## config.mk

```make
export PLATFORM = sky130hd
export DESIGN_NAME = gpio_dual_port
export DESIGN_NICKNAME = d
export VERILOG_FILES = /design/src/rtl/gpio_dual_port_pkg.sv /design/src/rtl/gpio_sync.sv /design/src/rtl/gpio_port_regs.sv /design/src/rtl/gpio_port_view.sv /design/src/rtl/gpio_dual_port.sv
export SDC_FILE = /design/constraint.sdc
export NUM_CORES = 1
export LEC_CHECK = 0
export BUFFER_PORTS_ARGS = -buffer_cell sky130_fd_sc_hd__buf_2
export CORE_ASPECT_RATIO = 0.8
export CORE_MARGIN = 2
export CORE_UTILIZATION = 50
export DETAILED_ROUTE_END_ITERATION = 8
export PLACE_DENSITY = 0.77
export RECOVER_POWER = 25
export SETUP_SLACK_MARGIN = 0.02
export SYNTH_ARGS = -nofsm -noshare
export SYNTH_HDL_FRONTEND = slang
export SYNTH_SLANG_ARGS = --single-unit
```

## constraint.sdc

```tcl
create_clock -name clk -period 1.7 [get_ports clk]
set_input_delay 0.255 -clock clk [delete_from_list [all_inputs] [get_ports clk]]
set_output_delay 0.255 -clock clk [all_outputs]
set_load 0.02 [all_outputs]
```

## src/rtl/gpio_dual_port_pkg.sv

```systemverilog
package gpio_dual_port_pkg;

    // Register selector values; the bench and checker rely on these codes.
    typedef enum logic [2:0] {
        SEL_PA_DATA = 3'd0,
        SEL_PB_DATA = 3'd1,
        SEL_PA_DIR  = 3'd2,
        SEL_CTRL    = 3'd3
    } reg_sel_e;

    localparam int unsigned CTRL_MUXEN_BIT = 0;

endpackage

```

## src/rtl/gpio_sync.sv

```systemverilog
module gpio_sync #(
    parameter int unsigned WIDTH  = 8,
    parameter int unsigned STAGES = 2
) (
    input  logic             clk,
    input  logic             rst_n,
    input  logic [WIDTH-1:0] async_i,
    output logic [WIDTH-1:0] sync_o
);

    logic [STAGES-1:0][WIDTH-1:0] chain_d;
    logic [STAGES-1:0][WIDTH-1:0] chain_q;

    always_comb begin
        chain_d[0] = async_i;
        for (int s = 1; s < STAGES; s++) begin
            chain_d[s] = chain_q[s-1];
        end
    end

    always_ff @(posedge clk or negedge rst_n) begin
        if (!rst_n) begin
            chain_q <= '0;
        end else begin
            chain_q <= chain_d;
        end
    end

    assign sync_o = chain_q[STAGES-1];

endmodule

```

## src/rtl/gpio_port_regs.sv

```systemverilog
module gpio_port_regs
    import gpio_dual_port_pkg::*;
#(
    parameter int unsigned PORT_W = 8,
    parameter int unsigned MUX_W  = 3,
    parameter int unsigned ADDR_W = 3
) (
    input  logic              clk,
    input  logic              rst_n,
    input  logic              wr_en,
    input  logic [ADDR_W-1:0] addr,
    input  logic [PORT_W-1:0] wr_data,
    input  logic [MUX_W-1:0]  mux_addr_in,
    input  logic              mux_load,
    output logic [PORT_W-1:0] data_q,
    output logic [PORT_W-1:0] dir_q,
    output logic              mux_en_q,
    output logic [MUX_W-1:0]  mux_addr_q
);

    typedef struct packed {
        logic [PORT_W-1:0] dir;
        logic              mux_en;
        logic [MUX_W-1:0]  mux_addr;
    } cfg_t;

    cfg_t              cfg_d, cfg_q;
    logic [PORT_W-1:0] data_d;
    logic              hit_data, hit_dir, hit_ctrl;

    always_comb begin
        hit_data = wr_en && (addr == ADDR_W'(SEL_PA_DATA));
        hit_dir  = wr_en && (addr == ADDR_W'(SEL_PA_DIR));
        hit_ctrl = wr_en && (addr == ADDR_W'(SEL_CTRL));

        cfg_d  = cfg_q;
        data_d = data_q;

        if (hit_data) begin
            data_d = wr_data;
        end
        if (hit_dir) begin
            cfg_d.dir = wr_data;
        end
        if (hit_ctrl) begin
            cfg_d.mux_en = wr_data[CTRL_MUXEN_BIT];
        end
        if (mux_load) begin
            cfg_d.mux_addr = mux_addr_in;
        end
        // Port B data address: writes intentionally have no target.
    end

    always_ff @(posedge clk or negedge rst_n) begin
        if (!rst_n) begin
            cfg_q <= '0;
        end else begin
            cfg_q <= cfg_d;
        end
    end

    // Output latch has no reset so its contents survive reset.
    always_ff @(posedge clk) begin
        data_q <= data_d;
    end

    assign dir_q      = cfg_q.dir;
    assign mux_en_q   = cfg_q.mux_en;
    assign mux_addr_q = cfg_q.mux_addr;

endmodule

```

## src/rtl/gpio_port_view.sv

```systemverilog
module gpio_port_view
    import gpio_dual_port_pkg::*;
#(
    parameter int unsigned PORT_W = 8,
    parameter int unsigned MUX_W  = 3,
    parameter int unsigned ADDR_W = 3
) (
    input  logic [ADDR_W-1:0] addr,
    input  logic [PORT_W-1:0] data_q,
    input  logic [PORT_W-1:0] dir_q,
    input  logic              mux_en_q,
    input  logic [MUX_W-1:0]  mux_addr_q,
    input  logic [PORT_W-1:0] pa_sync,
    input  logic [PORT_W-1:0] pb_sync,
    output logic [PORT_W-1:0] pa_out,
    output logic [PORT_W-1:0] pa_oe,
    output logic [PORT_W-1:0] rd_data
);

    logic [PORT_W-1:0] pa_view;

    for (genvar b = 0; b < PORT_W; b++) begin : g_bit
        logic plain_view;
        assign plain_view = dir_q[b] ? data_q[b] : pa_sync[b];
        if (b < MUX_W) begin : g_override
            assign pa_oe[b]   = dir_q[b] | mux_en_q;
            assign pa_out[b]  = mux_en_q ? mux_addr_q[b] : data_q[b];
            assign pa_view[b] = mux_en_q ? mux_addr_q[b] : plain_view;
        end else begin : g_plain
            assign pa_oe[b]   = dir_q[b];
            assign pa_out[b]  = data_q[b];
            assign pa_view[b] = plain_view;
        end
    end

    always_comb begin
        rd_data = '0;
        case (addr)
            ADDR_W'(SEL_PA_DATA): rd_data = pa_view;
            ADDR_W'(SEL_PB_DATA): rd_data = pb_sync;
            ADDR_W'(SEL_PA_DIR):  rd_data = dir_q;
            ADDR_W'(SEL_CTRL):    rd_data = PORT_W'(mux_en_q) << CTRL_MUXEN_BIT;
            default:              rd_data = '0;
        endcase
    end

endmodule

```

## src/rtl/gpio_dual_port.sv

```systemverilog
module gpio_dual_port #(
    parameter int unsigned PORT_W      = 8,
    parameter int unsigned MUX_W       = 3,
    parameter int unsigned ADDR_W      = 3,
    parameter int unsigned SYNC_STAGES = 2
) (
    input  logic              clk,
    input  logic              rst_n,
    input  logic              wr_en,
    input  logic [ADDR_W-1:0] addr,
    input  logic [PORT_W-1:0] wr_data,
    output logic [PORT_W-1:0] rd_data,
    input  logic [PORT_W-1:0] pa_in,
    output logic [PORT_W-1:0] pa_out,
    output logic [PORT_W-1:0] pa_oe,
    input  logic [PORT_W-1:0] pb_in,
    input  logic [MUX_W-1:0]  mux_addr_in,
    input  logic              mux_load
);

    localparam int unsigned PIN_W = 2 * PORT_W;

    logic [PIN_W-1:0]  pins_sync;
    logic [PORT_W-1:0] data_q, dir_q;
    logic              mux_en_q;
    logic [MUX_W-1:0]  mux_addr_q;

    gpio_sync #(.WIDTH(PIN_W), .STAGES(SYNC_STAGES)) u_sync (
        .clk    (clk),
        .rst_n  (rst_n),
        .async_i({pb_in, pa_in}),
        .sync_o (pins_sync)
    );

    gpio_port_regs #(.PORT_W(PORT_W), .MUX_W(MUX_W), .ADDR_W(ADDR_W)) u_regs (
        .clk        (clk),
        .rst_n      (rst_n),
        .wr_en      (wr_en),
        .addr       (addr),
        .wr_data    (wr_data),
        .mux_addr_in(mux_addr_in),
        .mux_load   (mux_load),
        .data_q     (data_q),
        .dir_q      (dir_q),
        .mux_en_q   (mux_en_q),
        .mux_addr_q (mux_addr_q)
    );

    gpio_port_view #(.PORT_W(PORT_W), .MUX_W(MUX_W), .ADDR_W(ADDR_W)) u_view (
        .addr      (addr),
        .data_q    (data_q),
        .dir_q     (dir_q),
        .mux_en_q  (mux_en_q),
        .mux_addr_q(mux_addr_q),
        .pa_sync   (pins_sync[PORT_W-1:0]),
        .pb_sync   (pins_sync[PIN_W-1:PORT_W]),
        .pa_out    (pa_out),
        .pa_oe     (pa_oe),
        .rd_data   (rd_data)
    );

endmodule

```

# Word level (Yosys, flattened, before mapping)
# Cells that the tools add are included.
dict set report word_totals {
  regBits 52
  in_bits 34
  out_inout_bits 24
  word_cells 31
}
dict set report classes {
  n_eq_ne 3
  n_mux 15
  bitwise_logic 3
  reduce_logical 4
}
# op n
set op_table {}
lappend op_table {{$pmux W8 S4} 1}
lappend op_table {{$mux W1} 14}
lappend op_table {{$eq A3 B2 Y1 const B} 2}
lappend op_table {{$eq A3 B1 Y1 const B} 1}
lappend op_table {{$logic_and A1 B1 Y1} 3}
lappend op_table {{$logic_not A3 Y1} 1}
lappend op_table {{$or A1 B1 Y1} 3}

# Logic depth before layout (Yosys ltp)
dict set report logic_depth {
  word_depth 3
  mapped_depth 4
  depth_no_buf 3
}

# Hierarchy
# From an unflattened synthesis, not the netlist that was laid out.
dict set report unflattened {
  cells_unflattened 129
  hier_area_um2 1990.7
}
# module n_inst cells_each area_per_inst_um2 seq_area_each_um2
set by_module_without_submodules {}
lappend by_module_without_submodules {gpio_sync 1 32 800.8 800.8}
lappend by_module_without_submodules {gpio_port_regs 1 36 747.0 540.5}
lappend by_module_without_submodules {gpio_port_view 1 61 442.9 0.0}

# Worst setup path before layout
# OpenSTA, ideal clock, no wires.
dict set report synth_timing {
  path_type {in2reg}
  startpoint {input port addr[2]}
  endpoint {register u_regs.data_q[0], enable pin}
  setup_ns 0.383
  t_arrival_ns 1.227
  t_required_ns 1.317
  path_slack_ns 0.090
  path_stages 3
  n_path_buf 1
  cell_sequence {buf_2 nand2b_1 nor3_1}
}
dict set report synth_between {
  elab_chain_cells 2
}
# item line_no
set synth_rtl {}
lappend synth_rtl {{start: declaration} gpio_dual_port.sv:10} ;# input logic [ADDR_W-1:0] addr,
lappend synth_rtl {{$logic_not A3 Y1} gpio_port_regs.sv:32} ;# hit_data = wr_en && (addr == ADDR_W'(SEL_PA_DATA));
lappend synth_rtl {{$logic_and A1 B1 Y1} gpio_port_regs.sv:32}
lappend synth_rtl {{named net u_regs.hit_data} gpio_port_regs.sv:29} ;# logic hit_data, hit_dir, hit_ctrl;
lappend synth_rtl {{end signal: assignment} gpio_port_regs.sv:64} ;# data_q <= data_d;
lappend synth_rtl {{end: declaration} gpio_port_regs.sv:15} ;# output logic [PORT_W-1:0] data_q,
# The timed path passes the listed nets, and every way through them passes these cells.
# A chain may end at the register's enable or synchronous reset.

# Final worst setup path
dict set report layout_timing {
  startpoint {register u_regs.cfg_q, in the netlist u_regs.mux_addr_q[0]}
  endpoint {output port rd_data[0]}
}
dict set report layout_between {
  elab_chain_cells 2
}
# item line_no
set layout_rtl {}
lappend layout_rtl {{start: declaration} gpio_port_regs.sv:27} ;# cfg_t cfg_d, cfg_q;
lappend layout_rtl {{start signal: assignment} gpio_port_regs.sv:58} ;# cfg_q <= cfg_d;
lappend layout_rtl {{$mux W1} gpio_port_view.sv:28} ;# assign pa_view[b] = mux_en_q ? mux_addr_q[b] : plain_view;
lappend layout_rtl {{$pmux W8 S4} gpio_port_view.sv:38} ;# case (addr)
lappend layout_rtl {{end: declaration} gpio_dual_port.sv:12} ;# output logic [PORT_W-1:0] rd_data,
# Every way passes these cells.

==> results.cfg <==
[power_and_ir_drop]
switchingPower_w = 0.000720
intPower_w = 0.00212
p_leak_nw = 1.18
swShare_pct = 25.4
power_frac_seq_pct = 50.3
peakVddDrop_mv = 0.585
combPwrFrac_pct = 20.9
p_clk_share_pct = 28.8
p_per_area_nw_per_um2 = 1100

[run_status]
outcome = complete, but fails checks
violations = negative setup slack

[sta]
fin_crit_sh_pct = 109
finalHoldViolCount = 0
tightestPinTransition_ns = 0.981
setup_viol = 9
hold_ws_ns = 0.0675
fin_ws_ns = -0.158
finClkSkew_ns = 0.00645
drv_slew = 0
maxSlewHeadroom_pct = 34.6
period_needed_ns = 1.86
grt_setup_unrepaired = yes
fmax_mhz = 538

[logic_synthesis]
syn_inst = 141
seq_area_frac_synth_pct = 67.0
ys_warn_count = 0
synth_edf_count = 8
synth_top_area_share_pct = 55.0
synth.top_cells.by_area = dfrtp_1 55%, edfxtp_1 12%, mux2_1 4.5%
netlist_area_um2 = 2000
synth_nets = 175
yosysUniqueCellTypes = 27
async_flop_share_pct = 84.6
synth_top_area_cell = dfrtp_1
synth_flop_cell = dfrtp_1
ys_ff_latch = 52
synth.most_common_cell = dfrtp_1
yosys-top-cells-count = 44 x dfrtp_1, 10 x buf_4, 8 x edfxtp_1, 8 x mux2_1, 8 x nand2_1
syn_avg_cell_area_um2 = 14.2

[clock_tree]
insertion_delay_ns = 0.29
hold_buffers = 0
tritoncts = done
clock-sinks = 52
clockRootBuffer = clkbuf_8
numCtsBuffers = 5
cts.clk_slew.worst_paths_ns = 0.09
cts_max_level = 2
cts_buffer_depth = 2

[global_route]
grtUsageMet2_pct = 28.3
grt_usage_pct = 18.6
met1_usage_pct = 25.3
antenna_found_initial = 0
grt_max_degree = 45
grt_pass1_wl_um = 6100
globalRouteMet3Util_pct = 4.32
gr-total-overflow = 0
top_usage_layer = met2
grt_pass1_vias = 1265

[final_layout]
diodes = 0
drive_gt1_share_pct = 47.1
multiInputGateArea_um2 = 594
fin_area_um2 = 2590
seqCellArea_um2 = 1340
finalNetCount = 240
areaGrowthSynthToFinish_pct = 29.5
nFillCells = 280

[route]
drc_errors = 0
vias = 1328
ant_nets = 0
first_pass_iters = 4
drt-total-wl_um = 3910
avgRoutedWirePerCell_um = 15.0
drtIter0Drc = 79
via_per_inst = 5.09

[floorplan]
die_h_um = 60.6
ios = 58
die_x_um = 74.7
rows = 20
core_um2 = 3830
die_area_um2 = 4530
start_util_pct = 52.3

[min_path]
hold_path.class = input port to flop

[critical_path]
cp.required_ns = 1.44
startpoint_type = flop
end_kind = output pin
arrival_ns = 1.60
critPathMaxFanout = 2
worstSetupPathType = flop to output pin

[placement]
hpwl_um = 2650
gp_congestion = 0.780
dp_slack_ns = 0.0344
placed_area_um2 = 2300
portBuffers = 57

[run]
max_cap_violations = 0
kinds of logic after synthesis:
logic type      Yosys count  synth area share [%]
simple gates             35                  10.8
flops                    52                  67.0
mux                      15                  9.01
buf+inv                  17                  5.38
compound gates           22                  7.76
metrics by stage:
stage / std cells / TNS, ns / util (%) / power (W)
2_1_floorplan: 141 / 0 / - / 0.00176
3_3_place_gp: 244 / 0 / 60.1 / 0.00188
3_5_place_dp: 244 / 0 / 60.1 / 0.00190
4_1_cts: 259 / -0.672 / 66.1 / 0.00280
5_1_grt: 261 / -1.42 / 67.6 / 0.00297
6_report: 261 / -0.745 / 67.6 / 0.00284
power groups by stage:
stage	clock network (W)	registers, W	logic, W
after global placement	0	0.00146	0.000426
final	0.000818	0.00143	0.000593
after floorplan	0	0.00143	0.000326
after global routing	0.000898	0.00144	0.000638
after detailed placement	0	0.00146	0.000439
after CTS	0.000838	0.00142	0.000544
metal layers:
metal	part of all wire [%]	routed length [µm]	vias to the layer above
met1	41	1600	631
met5	0	0	-
met4	3.2	126	0
met3	7.4	289	15
met2	48	1890	67
li1	-	-	615
final timing paths:
check	start	endpoint	slack (ns)	depth (start not counted)
setup / recovery	u_regs.mux_addr_q[0]	rd_data[0]	-0.16	4
min in group asynchronous	rst_n	u_sync.sync_o[0]	0.20	2
hold / removal	pa_in[5]	u_sync.chain_d[21]	0.07	1
hold reg to reg	u_sync.chain_d[24]	u_sync.sync_o[8]	0.35	0
setup reg to reg	u_regs.mux_addr_q[0]	u_regs.mux_addr_q[0]	0.69	3
max in group asynchronous	rst_n	u_regs.mux_en_q	0.84	2
sequential cells by signal (all words and copies together) (netlist names):
register / cells
u_sync.chain_d: 16
u_sync.sync_o: 16
u_regs.data_q: 8
u_regs.dir_q: 8
u_regs.mux_addr_q: 3
u_regs.mux_en_q: 1
critical path, cell delays in order (launching register included):
cell	delay, ns
dfrtp_1	0.40
nand2b_1	0.16
mux4_2	0.44
and3b_1	0.19
buf_6	0.13
cell type report:
| class | instances | area share [%] |
|---|---|---|
| Sequential cell | 52 | 51.8 |
| Multi-Input combinational cell | 72 | 22.9 |
| Timing Repair Buffer | 73 | 17.7 |
| Clock buffer | 7 | 4.59 |
| Tap cell | 55 | 2.66 |
| Inverter | 2 | 0.290 |
layout by cell type, fill, tap and decap left out, drive strengths merged, types with 4 or more instances in the layout:
cell	synthesis	final
a21o	5	5
a21oi	5	5
buf	15	67
clkbuf	0	13
dfrtp	44	44
edfxtp	8	8
mux2	14	14
nand2	8	8
nand2b	5	5
nor2	4	4
o211ai	5	5
or2	4	4
or3b	5	5
what timing repair did:
action	CTS	global route
pin swaps	9	10
resized for setup	16	14
setup endpoints to repair	9	10
buffers inserted	8	2
Power figures use the tool's default switching activity.
